$ cat config.mk
export PLATFORM = sky130hd
export DESIGN_NAME = card_session_seq
export DESIGN_NICKNAME = d
export VERILOG_FILES = /design/src/rtl/scs_pkg.sv /design/src/rtl/scs_dp.sv /design/src/rtl/scs_ctrl.sv /design/src/rtl/card_session_seq.sv
export SDC_FILE = /design/constraint.sdc
export NUM_CORES = 1
export LEC_CHECK = 0
export ABC_AREA = 1
export BUFFER_PORTS_ARGS = -buffer_cell sky130_fd_sc_hd__buf_4
export CAP_MARGIN = 20
export CORE_UTILIZATION = 30
export DETAILED_ROUTE_END_ITERATION = 8
export GPL_TIMING_DRIVEN = 0
export PLACE_DENSITY_LB_ADDON = 0.3
export SLEW_MARGIN = 10
export SYNTH_ARGS = -nofsm -noshare
export SYNTH_HDL_FRONTEND = slang
export SYNTH_SLANG_ARGS = --single-unit
$ cat constraint.sdc
create_clock -name clk -period 1.8 [get_ports clk]
set_input_delay 0.18 -clock clk [delete_from_list [all_inputs] [get_ports clk]]
set_output_delay 0.18 -clock clk [all_outputs]
set_load 0.02 [all_outputs]
$ cat src/rtl/scs_pkg.sv
package scs_pkg;

  typedef enum logic [2:0] {
    ST_IDLE,
    ST_SLEEP,
    ST_RAMP,
    ST_LIVE,
    ST_DOWN,
    ST_TRIP
  } seqState_t;

  // set/clear strobes from control to the output registers
  typedef struct packed {
    logic convOn;
    logic convOff;
    logic supplyOn;
    logic supplyOff;
    logic dataOn;
    logic dataOff;
    logic clkStart;
    logic clkOff;
    logic rstArm;
    logic rstDrop;
    logic irqSet;
    logic irqClear;
  } strobes_t;

  // step positions in half base periods
  localparam int unsigned DEF_SUP_ON   = 3;
  localparam int unsigned DEF_IO_ON    = 8;
  localparam int unsigned DEF_RST_ON   = 14;
  localparam int unsigned DEF_CLK_OFF  = 1;
  localparam int unsigned DEF_IO_OFF   = 2;
  localparam int unsigned DEF_SUP_OFF  = 3;
  localparam int unsigned DEF_CONV_OFF = 10;
  localparam int unsigned DEF_WAKE     = 96;

endpackage

$ cat src/rtl/scs_dp.sv
module scs_dp
  import scs_pkg::*;
(
  input  logic     clk,
  input  logic     rstN,
  input  logic     sessReqN,
  input  logic     modeNormal,
  input  logic     rstReq,
  input  logic     chipSel,
  input  logic     cardPresent,
  input  logic     faultOvercurrent,
  input  logic     faultOverheat,
  input  logic     faultSupplyLow,
  input  strobes_t stb,
  output logic     effReqN,
  output logic     effMode,
  output logic     effRstReq,
  output logic     faultAny,
  output logic     irqPend,
  output logic     convEn,
  output logic     supplyEn,
  output logic     dataEn,
  output logic     clkEn,
  output logic     cardRst,
  output logic     irqLowEn
);

  logic heldReqN, heldMode, heldRstReq;
  logic rstArmed;

  // input freeze while deselected
  always_ff @(posedge clk or negedge rstN) begin
    if (!rstN) begin
      heldReqN   <= 1'b1;
      heldMode   <= 1'b1;
      heldRstReq <= 1'b0;
    end else if (chipSel) begin
      heldReqN   <= sessReqN;
      heldMode   <= modeNormal;
      heldRstReq <= rstReq;
    end
  end

  assign effReqN   = chipSel ? sessReqN   : heldReqN;
  assign effMode   = chipSel ? modeNormal : heldMode;
  assign effRstReq = chipSel ? rstReq     : heldRstReq;
  assign faultAny  = faultOvercurrent | faultOverheat | faultSupplyLow | ~cardPresent;

  // card-side output registers
  always_ff @(posedge clk or negedge rstN) begin
    if (!rstN) begin
      convEn   <= 1'b0;
      supplyEn <= 1'b0;
      dataEn   <= 1'b0;
      clkEn    <= 1'b0;
      rstArmed <= 1'b0;
      cardRst  <= 1'b0;
      irqPend  <= 1'b0;
    end else begin
      if (stb.convOn)        convEn <= 1'b1;
      else if (stb.convOff)  convEn <= 1'b0;

      if (stb.supplyOn)       supplyEn <= 1'b1;
      else if (stb.supplyOff) supplyEn <= 1'b0;

      if (stb.dataOn)         dataEn <= 1'b1;
      else if (stb.dataOff)   dataEn <= 1'b0;

      if (stb.clkStart)       clkEn <= 1'b1;
      else if (stb.clkOff)    clkEn <= 1'b0;

      if (stb.rstDrop) begin
        rstArmed <= 1'b0;
        cardRst  <= 1'b0;
      end else if (stb.rstArm || rstArmed) begin
        rstArmed <= 1'b1;
        cardRst  <= ~effRstReq;
      end

      if (stb.irqSet)        irqPend <= 1'b1;
      else if (stb.irqClear) irqPend <= 1'b0;
    end
  end

  assign irqLowEn = irqPend & chipSel;

  a_r3_supply_under_conv: assert property (@(posedge clk) disable iff (!rstN)
    supplyEn |-> convEn);
  a_r3_data_under_supply: assert property (@(posedge clk) disable iff (!rstN)
    dataEn |-> supplyEn);
  a_r5_rst_under_data: assert property (@(posedge clk) disable iff (!rstN)
    cardRst |-> dataEn);
  a_r6_clk_gone_with_supply: assert property (@(posedge clk) disable iff (!rstN)
    $fell(supplyEn) |-> !clkEn);

endmodule

$ cat src/rtl/scs_ctrl.sv
module scs_ctrl
  import scs_pkg::*;
#(
  parameter int unsigned SUP_ON     = DEF_SUP_ON,
  parameter int unsigned IO_ON      = DEF_IO_ON,
  parameter int unsigned RST_ON     = DEF_RST_ON,
  parameter int unsigned CLK_OFF    = DEF_CLK_OFF,
  parameter int unsigned IO_OFF     = DEF_IO_OFF,
  parameter int unsigned SUP_OFF    = DEF_SUP_OFF,
  parameter int unsigned CONV_OFF   = DEF_CONV_OFF,
  parameter int unsigned WAKE_TICKS = DEF_WAKE
) (
  input  logic     clk,
  input  logic     rstN,
  input  logic     effReqN,
  input  logic     effMode,
  input  logic     effRstReq,
  input  logic     faultAny,
  input  logic     cardPresent,
  input  logic     irqPend,
  input  logic     halfTick,
  output strobes_t stb
);

  localparam int unsigned STEP_MAX = (RST_ON > CONV_OFF) ? RST_ON : CONV_OFF;
  localparam int unsigned STEP_W   = $clog2(STEP_MAX + 1);
  localparam int unsigned WAKE_W   = $clog2(WAKE_TICKS + 1);

  seqState_t           state, stateNxt;
  logic [STEP_W-1:0]   step, stepNxt, stepInc;
  logic [WAKE_W-1:0]   wake, wakeNxt, wakeInc;
  logic                stopReq;

  assign stepInc = step + 1'b1;
  assign wakeInc = wake + 1'b1;
  assign stopReq = effReqN | ~effMode;

  always_comb begin
    stateNxt = state;
    stepNxt  = step;
    wakeNxt  = wake;
    stb      = '0;
    unique case (state)
      ST_IDLE: begin
        if (!effMode) begin
          stateNxt = ST_SLEEP;
          wakeNxt  = '0;
        end else if (!effReqN && !irqPend) begin
          stateNxt   = ST_RAMP;
          stepNxt    = '0;
          stb.convOn = 1'b1;
        end
      end
      ST_SLEEP: begin
        if (!effMode) begin
          wakeNxt = '0;
        end else if (halfTick) begin
          wakeNxt = wakeInc;
          if (wakeInc == WAKE_W'(WAKE_TICKS)) stateNxt = ST_IDLE;
        end
      end
      ST_RAMP, ST_LIVE: begin
        if (faultAny) begin
          stb.irqSet  = 1'b1;
          stb.rstDrop = 1'b1;
          stateNxt    = ST_TRIP;
          stepNxt     = '0;
        end else if (stopReq) begin
          stb.rstDrop = 1'b1;
          stateNxt    = ST_DOWN;
          stepNxt     = '0;
        end else if (state == ST_RAMP) begin
          if (step >= STEP_W'(IO_ON) && effRstReq) stb.clkStart = 1'b1;
          if (halfTick) begin
            stepNxt = stepInc;
            if (stepInc == STEP_W'(SUP_ON)) stb.supplyOn = 1'b1;
            if (stepInc == STEP_W'(IO_ON))  stb.dataOn   = 1'b1;
            if (stepInc == STEP_W'(RST_ON)) begin
              stb.rstArm = 1'b1;
              stateNxt   = ST_LIVE;
            end
          end
        end
      end
      ST_DOWN, ST_TRIP: begin
        if (halfTick) begin
          stepNxt = stepInc;
          if (stepInc == STEP_W'(CLK_OFF)) stb.clkOff    = 1'b1;
          if (stepInc == STEP_W'(IO_OFF))  stb.dataOff   = 1'b1;
          if (stepInc == STEP_W'(SUP_OFF)) stb.supplyOff = 1'b1;
          if (stepInc == STEP_W'(CONV_OFF)) begin
            stb.convOff = 1'b1;
            wakeNxt     = '0;
            stateNxt    = (state == ST_DOWN && !effMode) ? ST_SLEEP : ST_IDLE;
          end
        end
      end
      default: stateNxt = ST_IDLE;
    endcase
    if ((state == ST_IDLE || state == ST_SLEEP) && effReqN && cardPresent)
      stb.irqClear = 1'b1;
  end

  always_ff @(posedge clk or negedge rstN) begin
    if (!rstN) begin
      state <= ST_IDLE;
      step  <= '0;
      wake  <= '0;
    end else begin
      state <= stateNxt;
      step  <= stepNxt;
      wake  <= wakeNxt;
    end
  end

  a_r2_no_ramp_from_sleep: assert property (@(posedge clk) disable iff (!rstN)
    state == ST_SLEEP |=> state != ST_RAMP);
  a_r8_fault_trips: assert property (@(posedge clk) disable iff (!rstN)
    ((state == ST_RAMP || state == ST_LIVE) && faultAny) |=> state == ST_TRIP);
  a_r9_pending_blocks: assert property (@(posedge clk) disable iff (!rstN)
    (state == ST_IDLE && irqPend) |=> state != ST_RAMP);
  a_r11_down_runs_out: assert property (@(posedge clk) disable iff (!rstN)
    state == ST_DOWN |=> (state == ST_DOWN || state == ST_IDLE || state == ST_SLEEP));

endmodule

$ cat src/rtl/card_session_seq.sv
module card_session_seq
  import scs_pkg::*;
#(
  parameter int unsigned SUP_ON     = DEF_SUP_ON,
  parameter int unsigned IO_ON      = DEF_IO_ON,
  parameter int unsigned RST_ON     = DEF_RST_ON,
  parameter int unsigned CLK_OFF    = DEF_CLK_OFF,
  parameter int unsigned IO_OFF     = DEF_IO_OFF,
  parameter int unsigned SUP_OFF    = DEF_SUP_OFF,
  parameter int unsigned CONV_OFF   = DEF_CONV_OFF,
  parameter int unsigned WAKE_TICKS = DEF_WAKE
) (
  input  logic clk,
  input  logic rstN,
  input  logic sessReqN,
  input  logic modeNormal,
  input  logic rstReq,
  input  logic cardPresent,
  input  logic faultOvercurrent,
  input  logic faultOverheat,
  input  logic faultSupplyLow,
  input  logic chipSel,
  input  logic halfTick,
  output logic convEn,
  output logic supplyEn,
  output logic dataEn,
  output logic clkEn,
  output logic cardRst,
  output logic irqLowEn
);

  strobes_t stb;
  logic effReqN, effMode, effRstReq, faultAny, irqPend;

  scs_ctrl #(
    .SUP_ON(SUP_ON), .IO_ON(IO_ON), .RST_ON(RST_ON),
    .CLK_OFF(CLK_OFF), .IO_OFF(IO_OFF), .SUP_OFF(SUP_OFF),
    .CONV_OFF(CONV_OFF), .WAKE_TICKS(WAKE_TICKS)
  ) u_ctrl (
    .clk(clk), .rstN(rstN),
    .effReqN(effReqN), .effMode(effMode), .effRstReq(effRstReq),
    .faultAny(faultAny), .cardPresent(cardPresent), .irqPend(irqPend),
    .halfTick(halfTick), .stb(stb)
  );

  scs_dp u_dp (
    .clk(clk), .rstN(rstN),
    .sessReqN(sessReqN), .modeNormal(modeNormal), .rstReq(rstReq),
    .chipSel(chipSel), .cardPresent(cardPresent),
    .faultOvercurrent(faultOvercurrent), .faultOverheat(faultOverheat),
    .faultSupplyLow(faultSupplyLow), .stb(stb),
    .effReqN(effReqN), .effMode(effMode), .effRstReq(effRstReq),
    .faultAny(faultAny), .irqPend(irqPend),
    .convEn(convEn), .supplyEn(supplyEn), .dataEn(dataEn),
    .clkEn(clkEn), .cardRst(cardRst), .irqLowEn(irqLowEn)
  );

endmodule

== Yosys cells after proc, flatten, opt, wreduce, memory -nomap -nowiden ==
Cells that the tools add are included.

* Flip-flop bits (word level): 24
* Input port bits: 11
* Word-level logic and storage cells: 157

* Add/sub/neg operators: 2
* Magnitude comparators: 1
* Equal/unequal tests: 25
* Muxes and demuxes: 84
* Bitwise gates (word level): 8
* Reduce and logical (&&, ||, !) cells: 24

{| class="wikitable"
|+ Operators by type and width
! cell !! number
|-
| $mux W1 || 57
|-
| $mux W3 || 13
|-
| $mux W7 || 5
|-
| $mux W4 || 6
|-
| $pmux W7 S3 || 1
|-
| $eq A4 B4 Y1 const B || 3
|-
| $pmux W3 S4 || 1
|-
| $pmux W4 S3 || 1
|-
| $reduce_bool A2 Y1 || 6
|-
| $ne A2 B1 Y1 const B || 5
|-
| $reduce_and A9 Y1 || 1
|-
| $eq A4 B2 Y1 const B || 2
|-
| $ne A4 B2 Y1 const B || 2
|-
| $add A7 B1 Y7 const B || 1
|-
| $eq A7 B7 Y1 const B || 1
|-
| $eq A3 B2 Y1 const B || 2
|-
| $eq A3 B3 Y1 const B || 2
|-
| $ne A2 B2 Y1 const B || 3
|-
| $ne A3 B3 Y1 const B || 2
|-
| $reduce_bool A3 Y1 || 2
|-
| $logic_and A1 B1 Y1 || 5
|-
| $reduce_and A5 Y1 || 1
|-
| $add A4 B1 Y4 const B || 1
|-
| $eq A4 B1 Y1 const B || 1
|-
| other kinds (11) || 20
|}

== Depth between registers and ports, before layout ==
* Word-level depth: 11
* Depth in mapped cells: 12

== Hierarchy ==
From an unflattened synthesis, not the netlist that was laid out.

* Cells, all modules: 222
* Area total of the unflattened synthesis: 1586.5 um^2

{| class="wikitable"
|+ By module, submodules not included
! module !! times used !! cells each !! area an instance (um^2) !! seq. area each (um^2)
|-
| scs_ctrl || 1 || 180 || 1189.9 || 350.3
|-
| scs_dp || 1 || 42 || 396.6 || 252.7
|}

== Least setup slack after synthesis ==
Ideal clock, no wire load.

* Kind: reg2reg
* From: register u_ctrl.step[0]
* To: register u_ctrl.wake[0]
* Setup time: 0.117 ns
* Arrival time: 1.465 ns
* Data required time: 1.683 ns
* Path slack: 0.218 ns
* Cell stages (with the launch flop): 9
* Cell sequence: dfrtp_1 -> ha_1 -> xnor2_2 -> nand2_2 -> o21ai_2 -> o211ai_2 -> buf_6 -> nand2_1 -> o21ai_2

* Longest elaborated chain between the ends: 4

{| class="wikitable"
|+ Ends and longest elaborated chain
! element !! RTL line !! source
|-
| from (decl) || scs_ctrl.sv:30 || <nowiki>logic [STEP_W-1:0] step, stepNxt, stepInc;</nowiki>
|-
| from (signal assigned) || scs_ctrl.sv:111 || <nowiki>step <= stepNxt;</nowiki>
|-
| $add A4 B1 Y4 || scs_ctrl.sv:34 || <nowiki>assign stepInc = step + 1'b1;</nowiki>
|-
| $eq A4 B4 Y1 || scs_ctrl.sv:91 || <nowiki>if (stepInc == STEP_W'(CONV_OFF)) begin</nowiki>
|-
| $ne A2 B1 Y1 (no line) || n/a ||
|-
| $reduce_and A5 Y1 (no line) || n/a ||
|-
| to (signal assigned) || scs_ctrl.sv:112 || <nowiki>wake <= wakeNxt;</nowiki>
|-
| to (decl) || scs_ctrl.sv:31 || <nowiki>logic [WAKE_W-1:0] wake, wakeNxt, wakeInc;</nowiki>
|}

Every way passes these cells.
A chain may end at the register's enable or synchronous reset.

== Worst setup path in the final report ==
* From: register u_ctrl.step[1]
* To: register u_ctrl.wake[1]

Same word-level chain as after synthesis.

==> key figures <==
Synth
  – Synth top area share: 33.3%
  – Synth area leader: dfrtp_1
  – Syn Area/Cell: 7.29 um2
  – Synth top area cells: dfrtp_1 (33%), nand2_1 (14%), inv_1 (8.6%), ha_1 (6.8%), nand3_1 (5.7%)
  – Mapped Nets: 247
  – Synth Cell Area: 1650 um2
  – Synth unique cells: 27
  – Synth warnings: 0
  – Sequential fraction of the synthesis area: 36.5%
  – Mapped Cells: 227
  – Seq cells post-synth: 24

Global routing
  – Initial antenna violation count: 0
  – Gr usage total: 12.7%
  – Largest net degree at the start of global routing: 25
  – GRT overflow: 0
  – Vias in the first global route: 1368
  – Global-route wire length before repair: 6.02 mm

Layout
  – Most frequent cells in the layout: nand2_1 (58), inv_1 (37), buf_4 (23)
  – Top reg by flops: u_ctrl.wake
  – Layout Cells excl Fill: 325
  – Final instance area: 2030 um2
  – ANT cells: 0
  – Top Registers: u_ctrl.wake (7), u_ctrl.step (4), u_ctrl.state (3)
  – Nets: 276
  – Share of cells above drive strength 1: 27.5%
  – Most common cell after layout, fill and taps aside: nand2_1
  – Max FFs per register: 7
  – Synthesis-to-layout area growth: 22.6%
  – FILL cells: 579
  – Core Util, Final: 39.0%

Setup path
  – CP Class: flip-flop to flip-flop
  – Crit. End Element: flip-flop
  – CP arrival: 1.90 ns
  – Worst-path maximum fanout: 10
  – WP data required: 1.97 ns
  – CP startpoint kind: flip-flop

Timing
  – Worst Tran Pin Value: 0.396 ns
  – Fin. Hold Viols: 0
  – Fmax: 576 MHz
  – Max Slew Vio Count: 0
  – Min Clock Period, post-route: 1.74 ns
  – Tcrit/Tclk final: 96.5%
  – Setup Viol. Count Final: 0
  – Worst slew margin: 73.5%
  – RSZ-0062 raised after global routing: true
  – Clock skew: 0.00314 ns
  – Hold slack final: 0.197 ns

Placement
  – DP Area: 1860 um2
  – Dpl cells: 313
  – Port Buffer Count: 16
  – RePlAce Congestion: 0.873
  – DP Wirelength: 2.61 mm

Clock tree
  – Skew-Pair Late Insertion Delay: 0.26 ns
  – H-tree depth: 1
  – CTS max path bufs: 2
  – Total CTS buffers: 3
  – CTS tree: yes
  – Root buf cell: clkbuf_8
  – # clock sinks: 24
  – Clock-pin slew on the worst setup and hold paths: 0.09 ns

Power and ir drop
  – Pwr Density: 1120 nW/um2
  – Power Total: 2.27 mW
  – Leak pwr: 1.01 nW
  – Maximum vdd drop: 0.000451 V

Floorplanning
  – Die area: 5810 um2
  – Initial core utilization: 31.8%
  – Die height: 76.3 um
  – Core region area: 5200 um2
  – Row cnt: 26
  – Die W: 76.3 um
  – IO Pins: 17

Drt
  – Number of DRC markers in iteration 0: 83
  – Post-Route WL: 3.42 mm
  – Drt pass-1 iters: 4
  – Routed vias/inst: 4.44
  – Vias post-DR: 1444
  – Number of routed nets with antenna violations: 0
  – DRC viols: 0
  – DR WL/cell: 10.5 um

Hold path
  – Type of the worst min-delay path: input port to flip-flop

Status
  – Status: complete, no violations

Flow run
  – Max_cap viols: 0
==> through the flow <==
| stage | TNS, ns | setup slack, ns |
|---|---|---|
| after global placement | 0 | 0.0349 |
| after detailed placement | 0 | 0.0127 |
| after floorplan | 0 | 0.218 |
| final | 0 | 0.0629 |
| after CTS | 0 | 0.00213 |
| after global routing | -0.111 | -0.0344 |
==> layer usage <==
layer | GRT usage, % | vias to the layer above | wire [um]
met5 | 0 | - | 0
met4 | 4.04 | 0 | 33
met3 | 2.16 | 4 | 127
met2 | 20.7 | 21 | 1580
met1 | 17.0 | 649 | 1690
li1 | - | 770 | -
==> critical path, stage by stage, from the launching register on <==
cell and delay [ns]:
dfrtp_2 0.45, buf_4 0.15, inv_1 0.09, ha_2 0.18, buf_4 0.10, inv_1 0.06
o21ai_4 0.16, o211ai_2 0.14, buf_6 0.17, nand2_1 0.08, o21ai_2 0.05
==> path summary, 6_finish.rpt <==
check | startpoint | endpoint | slack, ns | depth (start not counted)
worst min-delay path | modeNormal | u_dp.heldMode | 0.20 | 3
worst max-delay path | u_ctrl.step[1] | u_ctrl.wake[1] | 0.06 | 10
min in group asynchronous | rstN | u_ctrl.wake[4] | 0.34 | 2
worst min register to register | u_dp.clkEn | u_dp.clkEn | 0.51 | 2
worst max register to register | u_ctrl.step[1] | u_ctrl.wake[1] | 0.06 | 10
max in group asynchronous | rstN | u_dp.heldReqN | 1.16 | 2
==> layout make-up <==
cell class              instances  area (um2)  share of cell area (%)
inverters                      42         158                    7.77
well taps                      70        87.6                    4.32
clock buffers                   4        45.0                    2.22
plain buffers                   1        11.3                   0.555
multi-input cells             160         938                    46.3
flip-flops and latches         24         606                    29.9
repair buffers                 24         183                    9.01
==> where the power goes <==
group / switching [mW] / leakage, nW / total [mW] / internal [mW]
combinational: 0.701 / 0.679 / 1.18 / 0.478
sequential: 0.114 / 0.310 / 0.759 / 0.645
clock: 0.172 / 0.0228 / 0.331 / 0.158
==> Yosys cell counts <==
cell       n
inv_2      4
nand2_1   61
nor2_2     2
nand3_2    3
a21oi_1    2
a31oi_1    1
nor2_1    18
nor2_4     1
nand2_4    1
nand3_1   19
nand2_2    7
dfrtp_1   22
o21ai_0   12
nor4_1     1
ha_1       9
nand4_1    5
o21ai_2    8
dfstp_2    2
o21ai_1    2
buf_6      1
xor2_1     3
xnor2_2    1
or2_2      1
o22ai_1    1
o211ai_2   1
o211ai_1   1
inv_1     38
==> logic make-up (layout without fill, tap and decap cells) <==
family | after synthesis | count (layout) | share of synthesized area [%]
simple gates | 119 | 119 | 32.9
buf+inv | 43 | 71 | 10.2
compound gates | 28 | 28 | 11.0
flops | 24 | 24 | 36.5
fa+ha+maj | 9 | 9 | 6.81
xor+xnor | 4 | 4 | 2.57
==> timing repair <==
| item | in CTS | in global routing |
|---|---|---|
| gates resized for setup | 0 | 16 |
| endpoints found under the setup margin | 0 | 17 |
| hold endpoints to repair | 22 | 0 |
| buffers inserted | 0 | 7 |
| hold buffers | 1 | 0 |
(Power assumes the default switching activity.)
